===== src/rtl/pbs_pkg.sv =====
package pbs_pkg;
  typedef enum logic [1:0] {
    PS_OFF   = 2'd0,
    PS_RUN   = 2'd1,
    PS_SLEEP = 2'd2
  } pwr_state_e;
endpackage


===== src/rtl/pbs_debounce.sv =====
module pbs_debounce #(
  parameter int DB_CYCLES = 4
) (
  input  logic clk,
  input  logic rst_n,
  input  logic raw_n,
  output logic pressed
);
  localparam int CW = $clog2(DB_CYCLES + 1);

  logic       sync1, sync2;
  logic       stable_n;
  logic [CW-1:0] cnt;

  // two-flop synchroniser, idle level is released (high)
  always_ff @(posedge clk or negedge rst_n) begin
    if (!rst_n) begin
      sync1 <= 1'b1;
      sync2 <= 1'b1;
    end else begin
      sync1 <= raw_n;
      sync2 <= sync1;
    end
  end

  // accept a new level only after DB_CYCLES consecutive differing samples
  always_ff @(posedge clk or negedge rst_n) begin
    if (!rst_n) begin
      stable_n <= 1'b1;
      cnt      <= '0;
    end else if (sync2 != stable_n) begin
      if (cnt == CW'(DB_CYCLES - 1)) begin
        stable_n <= sync2;
        cnt      <= '0;
      end else begin
        cnt <= cnt + 1'b1;
      end
    end else begin
      cnt <= '0;
    end
  end

  assign pressed = ~stable_n;
endmodule


===== src/rtl/pbs_press_timer.sv =====
module pbs_press_timer #(
  parameter int LONG_TICKS = 3000
) (
  input  logic clk,
  input  logic rst_n,
  input  logic pressed,
  input  logic tick,
  output logic short_evt,
  output logic long_evt
);
  localparam int TW = $clog2(LONG_TICKS + 1);

  logic          prev;
  logic          fired;
  logic [TW-1:0] hold_cnt;

  always_ff @(posedge clk or negedge rst_n) begin
    if (!rst_n) begin
      prev      <= 1'b0;
      fired     <= 1'b0;
      hold_cnt  <= '0;
      short_evt <= 1'b0;
      long_evt  <= 1'b0;
    end else begin
      prev      <= pressed;
      short_evt <= 1'b0;
      long_evt  <= 1'b0;
      if (pressed && !prev) begin
        hold_cnt <= '0;
        fired    <= 1'b0;
      end else if (pressed && tick && !fired) begin
        if (hold_cnt == TW'(LONG_TICKS - 1)) begin
          long_evt <= 1'b1;
          fired    <= 1'b1;
        end else begin
          hold_cnt <= hold_cnt + 1'b1;
        end
      end else if (!pressed && prev) begin
        // release after a long action is swallowed
        short_evt <= ~fired;
      end
    end
  end
endmodule


===== src/rtl/pbs_state_fsm.sv =====
module pbs_state_fsm
  import pbs_pkg::*;
(
  input  logic       clk,
  input  logic       rst_n,
  input  logic       short_evt,
  input  logic       long_evt,
  output logic       req_boot,
  output logic       req_pdown,
  output logic       req_sleep,
  output logic       req_wake,
  output pwr_state_e state
);
  always_ff @(posedge clk or negedge rst_n) begin
    if (!rst_n) begin
      state     <= PS_OFF;
      req_boot  <= 1'b0;
      req_pdown <= 1'b0;
      req_sleep <= 1'b0;
      req_wake  <= 1'b0;
    end else begin
      req_boot  <= 1'b0;
      req_pdown <= 1'b0;
      req_sleep <= 1'b0;
      req_wake  <= 1'b0;
      unique case (state)
        PS_OFF: begin
          if (short_evt) begin
            req_boot <= 1'b1;
            state    <= PS_RUN;
          end
        end
        PS_RUN: begin
          if (long_evt) begin
            req_pdown <= 1'b1;
            state     <= PS_OFF;
          end else if (short_evt) begin
            req_sleep <= 1'b1;
            state     <= PS_SLEEP;
          end
        end
        PS_SLEEP: begin
          if (long_evt) begin
            req_pdown <= 1'b1;
            state     <= PS_OFF;
          end else if (short_evt) begin
            req_wake <= 1'b1;
            state    <= PS_RUN;
          end
        end
        default: state <= PS_OFF;
      endcase
    end
  end
endmodule


===== src/rtl/pwr_button_seq.sv =====
module pwr_button_seq
  import pbs_pkg::*;
#(
  parameter int DB_CYCLES  = 4,
  parameter int LONG_TICKS = 3000
) (
  input  logic       clk,
  input  logic       rst_n,
  input  logic       tick,
  input  logic       btn_n,
  output logic       req_boot,
  output logic       req_pdown,
  output logic       req_sleep,
  output logic       req_wake,
  output logic [1:0] pwr_state
);
  logic       pressed;
  logic       short_evt;
  logic       long_evt;
  pwr_state_e state;

  pbs_debounce #(.DB_CYCLES(DB_CYCLES)) u_db (
    .clk(clk), .rst_n(rst_n), .raw_n(btn_n), .pressed(pressed)
  );

  pbs_press_timer #(.LONG_TICKS(LONG_TICKS)) u_tmr (
    .clk(clk), .rst_n(rst_n), .pressed(pressed), .tick(tick),
    .short_evt(short_evt), .long_evt(long_evt)
  );

  pbs_state_fsm u_fsm (
    .clk(clk), .rst_n(rst_n), .short_evt(short_evt), .long_evt(long_evt),
    .req_boot(req_boot), .req_pdown(req_pdown),
    .req_sleep(req_sleep), .req_wake(req_wake), .state(state)
  );

  assign pwr_state = state;
endmodule


===== config.mk =====
export PLATFORM = sky130hd
export DESIGN_NAME = pwr_button_seq
export DESIGN_NICKNAME = d
export VERILOG_FILES = /design/src/rtl/pbs_pkg.sv /design/src/rtl/pbs_debounce.sv /design/src/rtl/pbs_press_timer.sv /design/src/rtl/pbs_state_fsm.sv /design/src/rtl/pwr_button_seq.sv
export SDC_FILE = /design/constraint.sdc
export NUM_CORES = 1
export LEC_CHECK = 0
export ABC_AREA = 0
export BUFFER_PORTS_ARGS = -buffer_cell sky130_fd_sc_hd__buf_2
export CAP_MARGIN = 0
export CORE_AREA = 2 2 45 89
export CTS_CLUSTER_DIAMETER = 60
export DETAILED_ROUTE_END_ITERATION = 8
export DIE_AREA = 0 0 47 91
export PLACE_DENSITY_LB_ADDON = 0.05
export SLEW_MARGIN = 10
export SYNTH_ARGS = -nofsm -noshare
export SYNTH_HDL_FRONTEND = slang
export SYNTH_SLANG_ARGS = --single-unit

===== constraint.sdc =====
create_clock -name clk -period 2.9 [get_ports clk]
set_clock_uncertainty 0.05 [all_clocks]
set_input_delay 0.435 -clock clk [delete_from_list [all_inputs] [get_ports clk]]
set_output_delay 0.435 -clock clk [all_outputs]
set_load 0.01 [all_outputs]

==> flow_summary_export.csv <==
group,metric,value,unit
flow_run,max_cap_violations,0,
sta,slew_headroom,56.7,%
layout,stdcell_area,0.00154,sq mm
logic_synthesis,netlist.area_leader.share,45.4,%
clock_network,cts_made_buffers,3,
worst_setup_path,critPathKind,"flip-flop to flip-flop",
layout,fin_util,43.2,%
global_routing,grt_pass1_wl,4780,um
logic_synthesis,ys_seq_area_share,51.1,%
routing,routedWlPerCell,15.6,um
placement,post-place-cells,185,
run_status,status,"complete, no violations",
global_routing,grt_overflow,0,
floorplan,core,0.00357,sq mm
routing,vias_per_cell,5.48,
worst_setup_path,crit_fanout,13,
floorplan,fp.dieArea,0.00428,sq mm
routing,ant_nets,0,
logic_synthesis,syn_area,0.00138,sq mm
placement,numPortBuffers,9,
placement,placed_area,0.00147,sq mm
layout,top_regs,"u_tmr.hold_cnt: 12 flops, u_db.cnt: 3 flops, u_fsm.state: 2 flops",
logic_synthesis,synth.distinct_cells,41,
routing,drt-pass1-iter-count,4,
worst_setup_path,cp-start-kind,"flip-flop",
clock_network,cts_tree,"yes",
global_routing,antenna_found_initial,0,
logic_synthesis,yosys_warnings,0,
logic_synthesis,synth_flop_cell,"dfrtp_1",
logic_synthesis,async_flop_share,100,%
routing,drc,0,
layout,n_fill_cell,366,
clock_network,hold_buffers,0,
sta,setup_tns,0,ns
sta,slew_viol_final,0,
sta,period_share,63.5,%
global_routing,track_usage,15.2,%
sta,hold_violations,0,
power,power.density,800,mW/mm^2
logic_synthesis,yosys-top-cells-area,"dfrtp_1 (45%), dfstp_2 (5.7%), ha_1 (5.4%)",
sta,fmax,543,MHz
worst_setup_path,cpPeakStageDelay,0.63,ns
power,design_power_total,1.23,mW
global_routing,grt_pass1_vias,970,
worst_setup_path,cp.required,3.01,ns
layout,n_antenna_cell,0,
logic_synthesis,avgSynthCellArea,10.5,sq um
worst_setup_path,cp.arrival,1.95,ns
layout,syn_to_final_growth,11.9,%
floorplan,fp.dieW,47,um
routing,drtIter0Drc,22,
power,vdd_drop_max,0.339,mV
logic_synthesis,synthTopCellsByCount,"dfrtp_1 (25), o21ai_0 (13), nand2_1 (7), nor3_1 (7), ha_1 (6)",
logic_synthesis,yosys.cell_count.top_type,"dfrtp_1",
worst_setup_path,critPathCaptureType,"flip-flop",
sta,setup_viol,0,
power,p_leak,0.665,nW
logic_synthesis,ys_seq_elements,28,
floorplan,top_level_ports,10,
min_path,hold_class,"input port to async pin",
clock_network,numClockSinks,28,
clock_network,htreeDepth,1,
global_routing,grt_max_degree,29,
layout,largest_register_ffs,12,
routing,via_count,1035,
sta,fin_crit,1.84,ns
clock_network,root_buffer,"clkbuf_8",
logic_synthesis,syn_nets,141,
layout,drive_gt1_share,15.0,%
worst_setup_path,cp_cell_sequence,"nor2_1 > buf_4 > or4_4 > nand2b_1 > o31ai_1",
clock_network,clockBufferDepth,2,
clock_network,cts_resized,0,
logic_synthesis,synth_top_area_cell,"dfrtp_1",
sta,rsz0062_at_grt,"false",
layout,fin_nets,151,
floorplan,rows,31,
placement,hpwlAfterDp,2110,um
routing,finalWirelength,2940,um
placement,gp_congestion,0.827,
layout,stdcell_count,189,
sta,tightest_slew,0.650,ns
logic_synthesis,synth_edf_count,0,
logic_synthesis,syn-instance-count,131,
clock_network,postCtsSetupBuffers,0,
layout,top_register,"u_tmr.hold_cnt",
clock_network,path_clk_slew,0.10,ns
floorplan,initial_core_util,38.6,%
floorplan,die-height,91,um
clock_network,clkLatencyLatePin,0.27,ns
worst_setup_path,slowest_stage,"dfstp_2",
-- where the power goes --
group          leakage, nW  switching, mW  internal (mW)  total [mW]
logic                0.264          0.194          0.151       0.345
clock network       0.0357          0.124          0.185       0.309
registers            0.365          0.106          0.475       0.581
-- cell usage in the layout (no fill, tap or decap), drive strengths merged, types with 2 or more instances in the layout --
master	n
nor2	4
and4	2
nand2	7
nand4	4
o21ai	13
a21oi	3
o22a	2
nand2b	3
nor3b	4
inv	5
nor2b	5
dfstp	3
buf	10
ha	6
dfrtp	25
nand3	3
nor3	7
clkbuf	3
or4	2
and2	2
nand4bb	2
o31ai	5
nor4	2
and3	3
-- worst max-delay path, delay by kind of cell, from the launching register on --
| kind | cells | cell delay, ns |
|---|---|---|
| buffers and inverters | 1 | 0.19 |
| AND/OR/NAND/NOR | 3 | 0.77 |
| flip-flops | 1 | 0.63 |
| AO/OA/AOI/OAI | 1 | 0.09 |
-- metal layers --
layer / global-route usage [%] / share of wire [%] / vias to the layer above
li1: - / - / 502
met1: 19.2 / 43 / 521
met2: 25.6 / 55 / 10
met3: 1.19 / 1.5 / 2
met4: 5.56 / 0.99 / 0
met5: 0 / 0 / -
-- final cells by class --
type                    instances  area (sq um)  share of cell area (%)
flip-flops and latches         28           704                    45.7
well taps                      49          61.3                    3.97
multi-input cells              93           634                    41.1
repair buffers                 10          52.6                    3.41
clock inverters                 1          30.0                    1.95
inverters                       5          18.8                    1.22
clock buffers                   3          41.3                    2.68
-- metrics by stage --
| step | hold slack (ns) | setup WS (ns) |
|---|---|---|
| 2_1_floorplan | 0.0894 | 1.26 |
| 3_3_place_gp | 0.295 | 1.09 |
| 3_5_place_dp | 0.297 | 1.07 |
| 4_1_cts | 0.146 | 1.05 |
| 5_1_grt | 0.166 | 0.968 |
| 6_report | 0.124 | 1.06 |
-- cell families (layout without fill, tap and decap cells) --
kind of cell               Yosys count  count (layout)  share of synthesized area [%]
xor gates and xnor gates             1               1                          0.635
muxes                                1               1                          0.817
buffers and inverters               10              19                           2.90
AOI/OAI and AO/OA                   32              32                           15.0
DFF                                 28              28                           51.1
adders and majority gates            6               6                           5.44
and+or+nand+nor                     53              53                           24.1
-- worst paths after layout --
path                                from                 to  slack [ns]  depth (start not counted)
max                        u_db.stable_n  u_tmr.hold_cnt[4]        1.06                          5
min                                rst_n        u_db.cnt[0]        0.12                          1
max reg2reg                u_db.stable_n  u_tmr.hold_cnt[4]        1.06                          5
min reg2reg                   u_db.sync1         u_db.sync2        0.31                          0
max in group asynchronous          rst_n  u_tmr.hold_cnt[2]        2.25                          1
min in group clk                   btn_n         u_db.sync1        0.20                          1
Note: power is estimated with default switching activity, not from simulation.
